[src/rtl/amr_pkg.sv]
package amr_pkg;
  typedef enum logic [2:0] {
    ST_IDLE,
    ST_WAIT,
    ST_SETTLE,
    ST_ACK,
    ST_RELEASE
  } resp_state_e;
endpackage

[src/rtl/amr_sync.sv]
module amr_sync #(
  parameter int STAGES = 2
) (
  input  logic clk,
  input  logic rst_n,
  input  logic d_i,
  output logic q_o
);
  logic [STAGES-1:0] chain_q;

  genvar g;
  generate
    for (g = 0; g < STAGES; g++) begin : g_stage
      if (g == 0) begin : g_first
        always_ff @(posedge clk or negedge rst_n)
          if (!rst_n) chain_q[0] <= 1'b0;
          else        chain_q[0] <= d_i;
      end else begin : g_next
        always_ff @(posedge clk or negedge rst_n)
          if (!rst_n) chain_q[g] <= 1'b0;
          else        chain_q[g] <= chain_q[g-1];
      end
    end
  endgenerate

  assign q_o = chain_q[STAGES-1];
endmodule

[src/rtl/amr_delay.sv]
module amr_delay #(
  parameter int DELAY = 3
) (
  input  logic clk,
  input  logic rst_n,
  input  logic load_i,
  output logic expired_o
);
  localparam int CW = (DELAY < 2) ? 1 : $clog2(DELAY);
  localparam logic [CW-1:0] START = CW'(DELAY - 1);

  logic [CW-1:0] cnt_q;

  always_ff @(posedge clk or negedge rst_n)
    if (!rst_n)              cnt_q <= '0;
    else if (load_i)         cnt_q <= START;
    else if (cnt_q != '0)    cnt_q <= cnt_q - 1'b1;

  assign expired_o = (cnt_q == '0);

  // a fresh load never lands on a counter that is still running down
  // (a running count means that the responder is not idle)
  count_restart_chk: assert property (@(posedge clk) disable iff (!rst_n)
    load_i |-> (cnt_q == '0));
endmodule

[src/rtl/amr_array.sv]
module amr_array #(
  parameter int AW = 4,
  parameter int DW = 16
) (
  input  logic          clk,
  input  logic          rst_n,
  input  logic          we_i,
  input  logic [AW-1:0] addr_i,
  input  logic [DW-1:0] wdata_i,
  output logic [DW-1:0] rdata_o
);
  localparam int DEPTH = 1 << AW;

  logic [DW-1:0] mem_q [DEPTH];

  always_ff @(posedge clk or negedge rst_n)
    if (!rst_n) begin
      for (int i = 0; i < DEPTH; i++) mem_q[i] <= '0;
    end else if (we_i) begin
      mem_q[addr_i] <= wdata_i;
    end

  assign rdata_o = mem_q[addr_i];
endmodule

[src/rtl/async_mem_responder.sv]
module async_mem_responder
  import amr_pkg::*;
#(
  parameter int AW          = 4,
  parameter int DW          = 16,
  parameter int DELAY       = 3,
  parameter int SYNC_STAGES = 2
) (
  input  logic          clk,
  input  logic          rst_n,
  input  logic          msync_i,
  input  logic          mreq_i,
  input  logic          wr_i,
  input  logic [AW-1:0] addr_i,
  input  logic [DW-1:0] data_i,
  output logic [DW-1:0] data_o,
  output logic          data_oe_o,
  output logic          ssync_o
);
  resp_state_e   state_q;
  logic          msync_s;
  logic          expired;
  logic          accept;
  logic          commit;
  logic          wr_q;
  logic [AW-1:0] addr_q;
  logic [DW-1:0] wdata_q;
  logic [DW-1:0] rd_word;
  logic [DW-1:0] dout_q;
  logic          oe_q;
  logic          ssync_q;

  amr_sync #(.STAGES(SYNC_STAGES)) u_sync (
    .clk(clk), .rst_n(rst_n), .d_i(msync_i), .q_o(msync_s)
  );

  assign accept = (state_q == ST_IDLE) && msync_s && mreq_i;
  assign commit = (state_q == ST_WAIT) && expired;

  amr_delay #(.DELAY(DELAY)) u_delay (
    .clk(clk), .rst_n(rst_n), .load_i(accept), .expired_o(expired)
  );

  amr_array #(.AW(AW), .DW(DW)) u_array (
    .clk(clk), .rst_n(rst_n), .we_i(commit && wr_q),
    .addr_i(addr_q), .wdata_i(wdata_q), .rdata_o(rd_word)
  );

  always_ff @(posedge clk or negedge rst_n)
    if (!rst_n) begin
      state_q <= ST_IDLE;
      wr_q    <= 1'b0;
      addr_q  <= '0;
      wdata_q <= '0;
      dout_q  <= '0;
      oe_q    <= 1'b0;
      ssync_q <= 1'b0;
    end else begin
      unique case (state_q)
        ST_IDLE: if (accept) begin
          state_q <= ST_WAIT;
          wr_q    <= wr_i;
          addr_q  <= addr_i;
          wdata_q <= data_i;
        end
        ST_WAIT: if (expired) begin
          state_q <= ST_SETTLE;
          if (!wr_q) begin
            dout_q <= rd_word;
            oe_q   <= 1'b1;
          end
        end
        ST_SETTLE: begin
          state_q <= ST_ACK;
          ssync_q <= 1'b1;
        end
        ST_ACK: if (!msync_s) begin
          state_q <= ST_RELEASE;
          ssync_q <= 1'b0;
        end
        ST_RELEASE: begin
          state_q <= ST_IDLE;
          oe_q    <= 1'b0;
        end
        default: state_q <= ST_IDLE;
      endcase
    end

  assign data_o    = dout_q;
  assign data_oe_o = oe_q;
  assign ssync_o   = ssync_q;


  oe_covers_ack_chk: assert property (@(posedge clk) disable iff (!rst_n)
    (ssync_o && !wr_q) |-> data_oe_o);

  data_hold_chk: assert property (@(posedge clk) disable iff (!rst_n)
    (ssync_o && $past(ssync_o)) |-> $stable(data_o));

  release_order_chk: assert property (@(posedge clk) disable iff (!rst_n)
    ($fell(ssync_o) && data_oe_o) |=> !data_oe_o);

  drive_before_ack_chk: assert property (@(posedge clk) disable iff (!rst_n)
    ($rose(ssync_o) && !wr_q) |-> $past(data_oe_o));

  start_after_sync_chk: assert property (@(posedge clk) disable iff (!rst_n)
    $rose(data_oe_o) |-> !ssync_o);

  write_no_drive_chk: assert property (@(posedge clk) disable iff (!rst_n)
    (ssync_o && wr_q) |-> !data_oe_o);

  hold_while_req_chk: assert property (@(posedge clk) disable iff (!rst_n)
    (ssync_o && msync_s) |=> ssync_o);
endmodule

[config.mk]
export PLATFORM = sky130hd
export DESIGN_NAME = async_mem_responder
export DESIGN_NICKNAME = d
export VERILOG_FILES = /design/src/rtl/amr_pkg.sv /design/src/rtl/amr_sync.sv /design/src/rtl/amr_delay.sv /design/src/rtl/amr_array.sv /design/src/rtl/async_mem_responder.sv
export SDC_FILE = /design/constraint.sdc
export NUM_CORES = 1
export LEC_CHECK = 0
export BUFFER_PORTS_ARGS = -buffer_cell sky130_fd_sc_hd__buf_2
export CORE_ASPECT_RATIO = 1.2
export CORE_MARGIN = 2
export CORE_UTILIZATION = 41
export CTS_BUF_LIST = sky130_fd_sc_hd__clkbuf_16
export CTS_CLUSTER_SIZE = 25
export DETAILED_ROUTE_END_ITERATION = 8
export GPL_TIMING_DRIVEN = 0
export SLEW_MARGIN = 10
export SYNTH_ARGS = -nofsm -noshare
export SYNTH_HDL_FRONTEND = slang
export SYNTH_SLANG_ARGS = --single-unit
export TNS_END_PERCENT = 30
[constraint.sdc]
create_clock -name clk -period 6.1 [get_ports clk]
set_input_delay 0 -clock clk [delete_from_list [all_inputs] [get_ports clk]]
set_output_delay 0 -clock clk [all_outputs]
set_load 0.05 [all_outputs]
Word-level counts from Yosys, hierarchy flattened
Cells that the tools add are included.
{"block": "totals", "mem_count": 0, "ram_bits": 0, "inputBits": 25, "register_bits": 302, "out_inout_bits": 18, "latchBits": 0, "mem_bits_ro": 0, "word_cells": 72}
{"block": "op_classes", "bitwise_logic": 2, "mul": 0, "muxes": 17, "magnitude_cmp": 2, "n_div": 0, "addsub": 1, "reduce_logical": 16, "eq_ne": 8, "shifts": 0}
{"op": "$bwmux 256", "n": 1}
{"op": "$bmux 16 s4", "n": 1}
{"op": "$demux 16 s4", "n": 1}
{"op": "$mux 16", "n": 3}
{"op": "$pmux 3 s4", "n": 1}
{"op": "$mux 3", "n": 3}
{"op": "$reduce_and 3->1", "n": 3}
{"op": "$ne 2x2->1 const B", "n": 4}
{"op": "$reduce_bool 2->1", "n": 4}
{"op": "$eq 3x2->1 const B", "n": 2}
{"op": "$ge 5x5->1 const B", "n": 1}
{"op": "$logic_and 1x1->1", "n": 5}
{"op": "$lt 5x1->1 const B", "n": 1}
{"op": "$not 4->5", "n": 1}
{"op": "$mux 2", "n": 2}
{"op": "$pmux 1 s2", "n": 2}
{"op": "$reduce_and 2->1", "n": 2}
{"op": "$eq 3x1->1 const B", "n": 1}
{"op": "$eq 3x3->1 const B", "n": 1}
{"op": "$logic_not 3->1", "n": 1}
{"op": "$mux 1", "n": 3}
{"op": "$logic_not 2->1", "n": 1}
{"op": "$sub 2x1->2 const B", "n": 1}
{"op": "$not 1->1", "n": 1}

Logic depth before layout (Yosys ltp)
Gate-level depths: netlist (run 1).
{"block": "depth", "word_depth": 6, "ltp_mapped": 9, "mapped_depth_nobuf": 6}

Hierarchy
Synthesis (run 1) repeated with hierarchy kept, for this count alone.
{"block": "unflattened", "hier_cells": 830, "area_unflattened_um2": 13464.2}
{"mod": "amr_array", "area_per_inst_um2": 11612.4, "seq_area_each_um2": 6406.1, "instances": 1, "cells_per_inst": 713}
{"mod": "async_mem_responder", "area_per_inst_um2": 1699.1, "seq_area_each_um2": 1051.0, "instances": 1, "cells_per_inst": 105}
{"mod": "amr_delay", "area_per_inst_um2": 102.6, "seq_area_each_um2": 50.0, "instances": 1, "cells_per_inst": 10}
{"mod": "amr_sync", "area_per_inst_um2": 50.0, "seq_area_each_um2": 50.0, "instances": 1, "cells_per_inst": 2}

Worst setup path before layout (run 1)
No wires, ideal clock.
{"block": "synth_timing", "path_kind": "register to register", "startpoint": "reg u_delay.cnt_q[0]", "endpoint": "reg u_array.mem_q[149] (netlist bit)", "period_less_slack_ps": 2086, "slack_ps": 4014, "stages_incl_launch_ff": 8, "setup_ps": 125, "t_arrival_ps": 1962, "t_required_ps": 5975, "n_path_buf": 1, "cell_sequence": "dfrtp_1 inv_1 ha_1 and4bb_4 nand4b_4 nor2_2 buf_4 mux2_2"}
{"block": "synth_between", "elab_chain_cells": 3}
{"item": "start: declaration", "line_no": "amr_delay.sv:12", "rtl": "logic [CW-1:0] cnt_q;"}
{"item": "start signal: assignment", "line_no": "amr_delay.sv:17", "rtl": "else if (cnt_q != '0) cnt_q <= cnt_q - 1'b1;"}
{"item": "$logic_not 2->1", "line_no": "amr_delay.sv:19", "rtl": "assign expired_o = (cnt_q == '0);"}
{"item": "$logic_and 1x1->1", "line_no": "async_mem_responder.sv:38", "rtl": "assign commit = (state_q == ST_WAIT) && expired;"}
{"item": "$logic_and 1x1->1", "line_no": "async_mem_responder.sv:45", "rtl": ".clk(clk), .rst_n(rst_n), .we_i(commit && wr_q),"}
{"item": "end signal: indexed assignment", "line_no": "amr_array.sv:20", "rtl": "mem_q[addr_i] <= wdata_i;"}
{"item": "end: declaration", "line_no": "amr_array.sv:14", "rtl": "logic [DW-1:0] mem_q [DEPTH];"}
Every way passes these cells.
A chain may end at the register's enable or synchronous reset.

Final worst setup path (run 1)
{"block": "layout_timing", "startpoint": "reg u_delay.cnt_q[0]", "endpoint": "reg u_array.mem_q[105] (netlist bit)"}
The elaborated chain is that of the path after synthesis.

==> results of run 1 <==
-- Yosys cell counts (2+ instances only) --
cell      number
nand4b_4       2
and4bb_4       2
nand2_1       23
dfrtp_1      302
nor3_4         3
nor2_2         9
o221ai_1      14
mux2_2       247
inv_1          3
buf_1          6
a221o_1        2
mux2_4        30
nor2_1        11
nand2b_1       2
mux2i_1       30
mux4_2        64
nand3_4        2
buf_2         15
buf_6          4
clkbuf_1      21
a21oi_1        2
o21ai_0        3
buf_4         14
-- report_power, final --
group,total [mW],switching [mW],internal (mW),leakage [nW]
combinational,2.42,1.23,1.19,2.88
clock,1.92,0.793,1.12,0.566
sequential,3.16,0.469,2.69,4.12
-- flip-flops by register name, summed over array words and instances (netlist names), 2 cells and up --
signal and cells:
data_o 16, u_array.mem_q 256, addr_q 4, u_delay.cnt_q 2
state_q 3, wdata_q 16
-- logic make-up (layout without fill, tap and decap cells) --
logic type	Yosys count	after routing	share of synthesized area, %
flops	302	302	55.8
fa+ha+maj	1	1	0.0923
mux	372	372	36.8
compound gates	22	22	1.30
xor+xnor	1	1	0.0646
simple gates	63	63	3.35
buf+inv	64	192	2.64
-- path summary, 6_finish.rpt --
path	to	slack, ps
min in group clk	u_sync.chain_q[0]	150
worst max-delay path	u_array.mem_q[105]	3450
worst min-delay path	wdata_q[12]	130
max in group asynchronous	u_array.mem_q[176]	4970
worst max register to register	u_array.mem_q[105]	3450
worst min register to register	u_sync.q_o	340
-- worst max-delay path: stages (launching register included) --
cell      delay, ps
dfrtp_1         390
inv_1            70
ha_1            280
and4bb_4        380
nand4b_4        170
nor2_2          530
buf_4           340
mux2_2          360
-- layout by cell type, fill, tap and decap left out, types with 2 or more instances in the layout --
cell type and n:
dlygate4sd3_1 24, nand3_4 2, and4bb_4 2, mux4_2 64
nor2_2 9, nor2_1 11, a21oi_1 2, clkbuf_1 21
buf_1 6, nand2_1 23, o221ai_1 14, nor3_4 3
clkinv_2 2, mux2_4 30, a221o_1 2, clkbuf_16 37
inv_1 18, mux2_2 247, mux2i_1 30, buf_16 2
o21ai_0 3, nand4b_4 2, buf_2 56, nand2b_1 2
buf_4 14, buf_6 4, clkinv_1 5, dfrtp_1 302
-- routing by layer --
metal  wire length (um)  share of wire (%)  global-route usage (%)  up-vias
li1                   -                  -                       -     3281
met4                871                2.6                    5.80        0
met1              14600                 44                    27.0     4077
met5                  0                  0                       0        -
met2              16500                 50                    34.1      124
met3               1030                3.1                    2.48       51
-- stage by stage --
step | power, mW | instance area (um2)
after floorplan | 4.85 | 13600
after global placement | 5.57 | 14300
after detailed placement | 5.62 | 14300
after CTS | 7.58 | 15600
after global routing | 7.91 | 15600
final | 7.49 | 15600
-- area by class of cell --
| cell class | instances | area, um2 | share of cell area (%) |
|---|---|---|---|
| Timing Repair Buffer | 68 | 515 | 3.30 |
| Clock inverter | 23 | 115 | 0.737 |
| Buffer | 61 | 347 | 2.22 |
| Inverter | 3 | 11.3 | 0.0721 |
| Multi-Input combinational cell | 459 | 5640 | 36.1 |
| Sequential cell | 302 | 7560 | 48.4 |
| Clock buffer | 37 | 926 | 5.93 |
| Tap cell | 407 | 509 | 3.26 |
==> impl_metrics.tcl, run 1 <==
set metrics [dict create \
    hold_buffers 24 \
    worst-r2r-cell-count 7 \
    crit_start "u_delay.cnt_q[0]" \
    total_leakage_power_nw 7.57 \
    cts_setup_buffers 0 \
    crit_arrival_ps 3040 \
    yosysWarnings 0 \
    yosysTopAreaCellShare_pct 55.8 \
    fin_cells 1360 \
    grt_pass1_vias 8196 \
    syn_area_per_cell_um2 16.4 \
    fillers 2851 \
    yosysSeqAreaShare_pct 55.8 \
    min-delay-path-class "in2async" \
    peakVddDrop_mv 0.267 \
    clk_path_buf_depth 3 \
    post_drt_wl_per_cell_um 24.2 \
    htreeDepth 2 \
    status "completed" \
    drcViolationCount 0 \
    p_per_area_nw_per_um2 480 \
    setup_slack_ps 3450 \
    drive_above_1_share_pct 50.5 \
    dpl.cell_count 1276 \
    finalSetupViolations 0 \
    syn-instance-count 825 \
    routabilityCongestion 0.759 \
    synth-edff-count 0 \
    cts_sinks 302 \
    synth_nets 851 \
    antenna_found_initial 0 \
    min_period_over_period_pct 43.5 \
    r2r_start "u_delay.cnt_q[0]" \
    place.port_buffers 42 \
    boundaryPins 43 \
    cts_tree "done" \
    finalHoldWorstSlack_ps 131 \
    worstMarginPinSlew_ps 1130 \
    ys_seq_elements 302 \
    core_um2 32400 \
    grt_pass1_wl_um 50800 \
    cts_root_buffer "clkbuf_16" \
    worstSetupPathType "reg2reg" \
    fmax_ghz 0.377 \
    synth_cell_types 37 \
    required_ps 6490 \
    vias_per_cell 5.54 \
    dp_slack_ps 3390 \
    die_w_um 170 \
    synthArstFlopShare_pct 100 \
    slew-limit-headroom_pct 24.7 \
    finalClockSkew_ps 12.3 \
    ys_top_cells_by_area "dfrtp_1 (56%), mux2_2 (21%), mux4_2 (11%)" \
    synth_top_flop_cell "dfrtp_1" \
    fin_crit_ps 2650 \
    cts_resized 0 \
    grt_overflow 0 \
    cts_buffers 35 \
    netlist_area_um2 13600 \
    setup.worst_path.end_class "flop" \
    hold_viol 0 \
    clk_pin_slew_ps 60 \
    nets 956 \
    clock_latency_ps 510 \
    drtAntennaViolNets 0 \
    routed_wirelength_um 33000 \
    grt_max_degree 107 \
    detail_route.iter0.violations 372 \
    dieArea_um2 34500 \
    die_height_um 203 \
    area_delta_synth_final_pct 15.2 \
    grt.total_usage_pct 20.0 \
    synth_largest_area_cell "dfrtp_1" \
    initial_core_util_pct 41.8 \
    drv_slew 0 \
    final_util_pct 48.2 \
    rsz0062_at_grt "no" \
    maxCapViolCount 0 \
    vias 7533 \
    hpwlAfterDp_um 20700 \
    std_cell_rows 72 \
    n_antenna_cell 0 \
    tns_ps 0 \
    first_pass_iters 4 \
    crit_fanout 10 \
    setup.worst_path.start_class "flop" \
]
(Power assumes the default switching activity.)
==> run 2: changes to the inputs <==
==> constraint.sdc (replaced) <==
create_clock -name clk -period 2.71 [get_ports clk]
set_input_delay 0 -clock clk [delete_from_list [all_inputs] [get_ports clk]]
set_output_delay 0 -clock clk [all_outputs]
set_load 0.05 [all_outputs]
==> run 2 against run 1 <==
Net effect: via count down 0.20%; flip-flop and latch count stayed put; sequential power grew 130%; critical path depth unchanged; first-iteration DRC count decreased by 3.8%; largest power group unchanged.
==> impl_metrics.tcl, run 2 (same netlist as run 1, synthesis figures left out) <==
set metrics [dict create \
    status "completed" \
    vias 7518 \
    final_cell_mix "dfrtp_1 (302), mux2_2 (247), mux4_2 (64)" \
    std_cell_rows 72 \
    post_drt_wl_per_cell_um 24.3 \
    cts_root_buffer "clkbuf_16" \
    drv_slew 0 \
    placed_area_um2 14300 \
    boundaryPins 43 \
    setup.worst_path.start_class "flop" \
    hold_viol 0 \
    grt_pass1_wl_um 50800 \
    crit_arrival_ps 3050 \
    die_height_um 203 \
    fmax_ghz 0.375 \
    grt_pass1_vias 8191 \
    finalClockSkew_ps 12.2 \
    cts_tree "done" \
    rsz0062_at_grt "yes" \
    setup_slack_ps 44.4 \
    nets 956 \
    required_ps 3100 \
    worstMarginPinSlew_ps 1090 \
    finalHoldWorstSlack_ps 133 \
    die_w_um 170 \
    first_pass_iters 4 \
    min-delay-path-class "in2async" \
    initial_core_util_pct 41.8 \
    grt.total_usage_pct 20.0 \
    worstSetupPathType "reg2reg" \
    tns_ps 0 \
    area_delta_synth_final_pct 15.6 \
    cts_sinks 302 \
    dp_slack_ps -1.00 \
    htreeDepth 2 \
    setup.worst_path.end_class "flop" \
    drcViolationCount 0 \
    worst-r2r-cell-count 7 \
    largest_reg_flops 256 \
    antenna_found_initial 0 \
    clock_latency_ps 510 \
    dpl.cell_count 1276 \
    max_flop_register "u_array.mem_q" \
    grt_overflow 0 \
    stdcell_area_um2 15700 \
    crit_fanout 10 \
    detail_route.iter0.violations 358 \
    dieArea_um2 34500 \
    core_um2 32400 \
    maxCapViolCount 0 \
    final_util_pct 48.3 \
    power.total_mw 16.9 \
    cts_buffers 35 \
    cts_setup_buffers 0 \
    routed_wirelength_um 33000 \
    slew-limit-headroom_pct 27.2 \
    p_per_area_nw_per_um2 1080 \
    fin_crit_ps 2670 \
    fin_cells 1360 \
    drive_above_1_share_pct 50.5 \
    finalSetupViolations 0 \
    hpwlAfterDp_um 20700 \
    multi_input_area_um2 5680 \
    final_common_cell "dfrtp_1" \
    grt_max_degree 107 \
    vias_per_cell 5.53 \
    n_antenna_cell 0 \
    routabilityCongestion 0.759 \
    min_period_over_period_pct 98.4 \
    peakVddDrop_mv 0.603 \
    drtAntennaViolNets 0 \
    ff_latch_area_um2 7560 \
    clk_path_buf_depth 3 \
    total_leakage_power_nw 7.57 \
    place.port_buffers 42 \
    clk_pin_slew_ps 60 \
    fillers 2848 \
]
==> run 2: cell counts in the layout (fill, tap and decap cells not counted) <==
Identical to the previous run, type by type.
==> run 2: layout make-up <==
class,count,share of cell area (%)
Inverter,3,0.0719
Timing Repair Buffer,68,3.29
Multi-Input combinational cell,459,36.2
Clock inverter,23,0.735
Sequential cell,302,48.2
Buffer,61,2.26
Clock buffer,37,5.91
Tap cell,407,3.25
==> run 2: final timing paths <==
check	end	slack, ps	start
setup / recovery	u_array.mem_q[172]	40	u_delay.cnt_q[0]
hold / removal	wdata_q[12]	130	rst_n
setup reg to reg	u_array.mem_q[172]	40	u_delay.cnt_q[0]
hold reg to reg	u_sync.q_o	340	u_sync.chain_q[0]
max in group asynchronous	u_array.mem_q[176]	1580	rst_n
min in group clk	u_sync.chain_q[0]	150	msync_i
==> run 2: worst max-delay path: stages (launching register included) <==
cell and delay, ps:
dfrtp_1 390, inv_1 70, ha_1 280, and4bb_4 380
nand4b_4 180, nor2_2 530, buf_4 350, mux2_2 360
==> run 2: power by group <==
| group | internal (mW) | leakage (nW) | switching, mW | total [mW] |
|---|---|---|---|---|
| registers | 6.05 | 4.12 | 1.06 | 7.11 |
| logic | 2.67 | 2.88 | 2.78 | 5.45 |
| clock network | 2.53 | 0.566 | 1.79 | 4.32 |
==> run 2: timing repair <==
| action | 4_1_cts | 5_1_grt |
|---|---|---|
| hold buffers | 24 | 0 |
| resized for setup | 1 | 8 |
| endpoints found under the setup margin | 1 | 72 |
| gates cloned | 0 | 0 |
| endpoints found under the hold margin | 113 | 0 |
==> run 2: per-layer routing <==
metal / wire, um / global-route usage [%]
met1: 14300 / 27.0
met2: 16500 / 34.1
met3: 1320 / 2.48
met4: 875 / 5.80
met5: 0 / 0
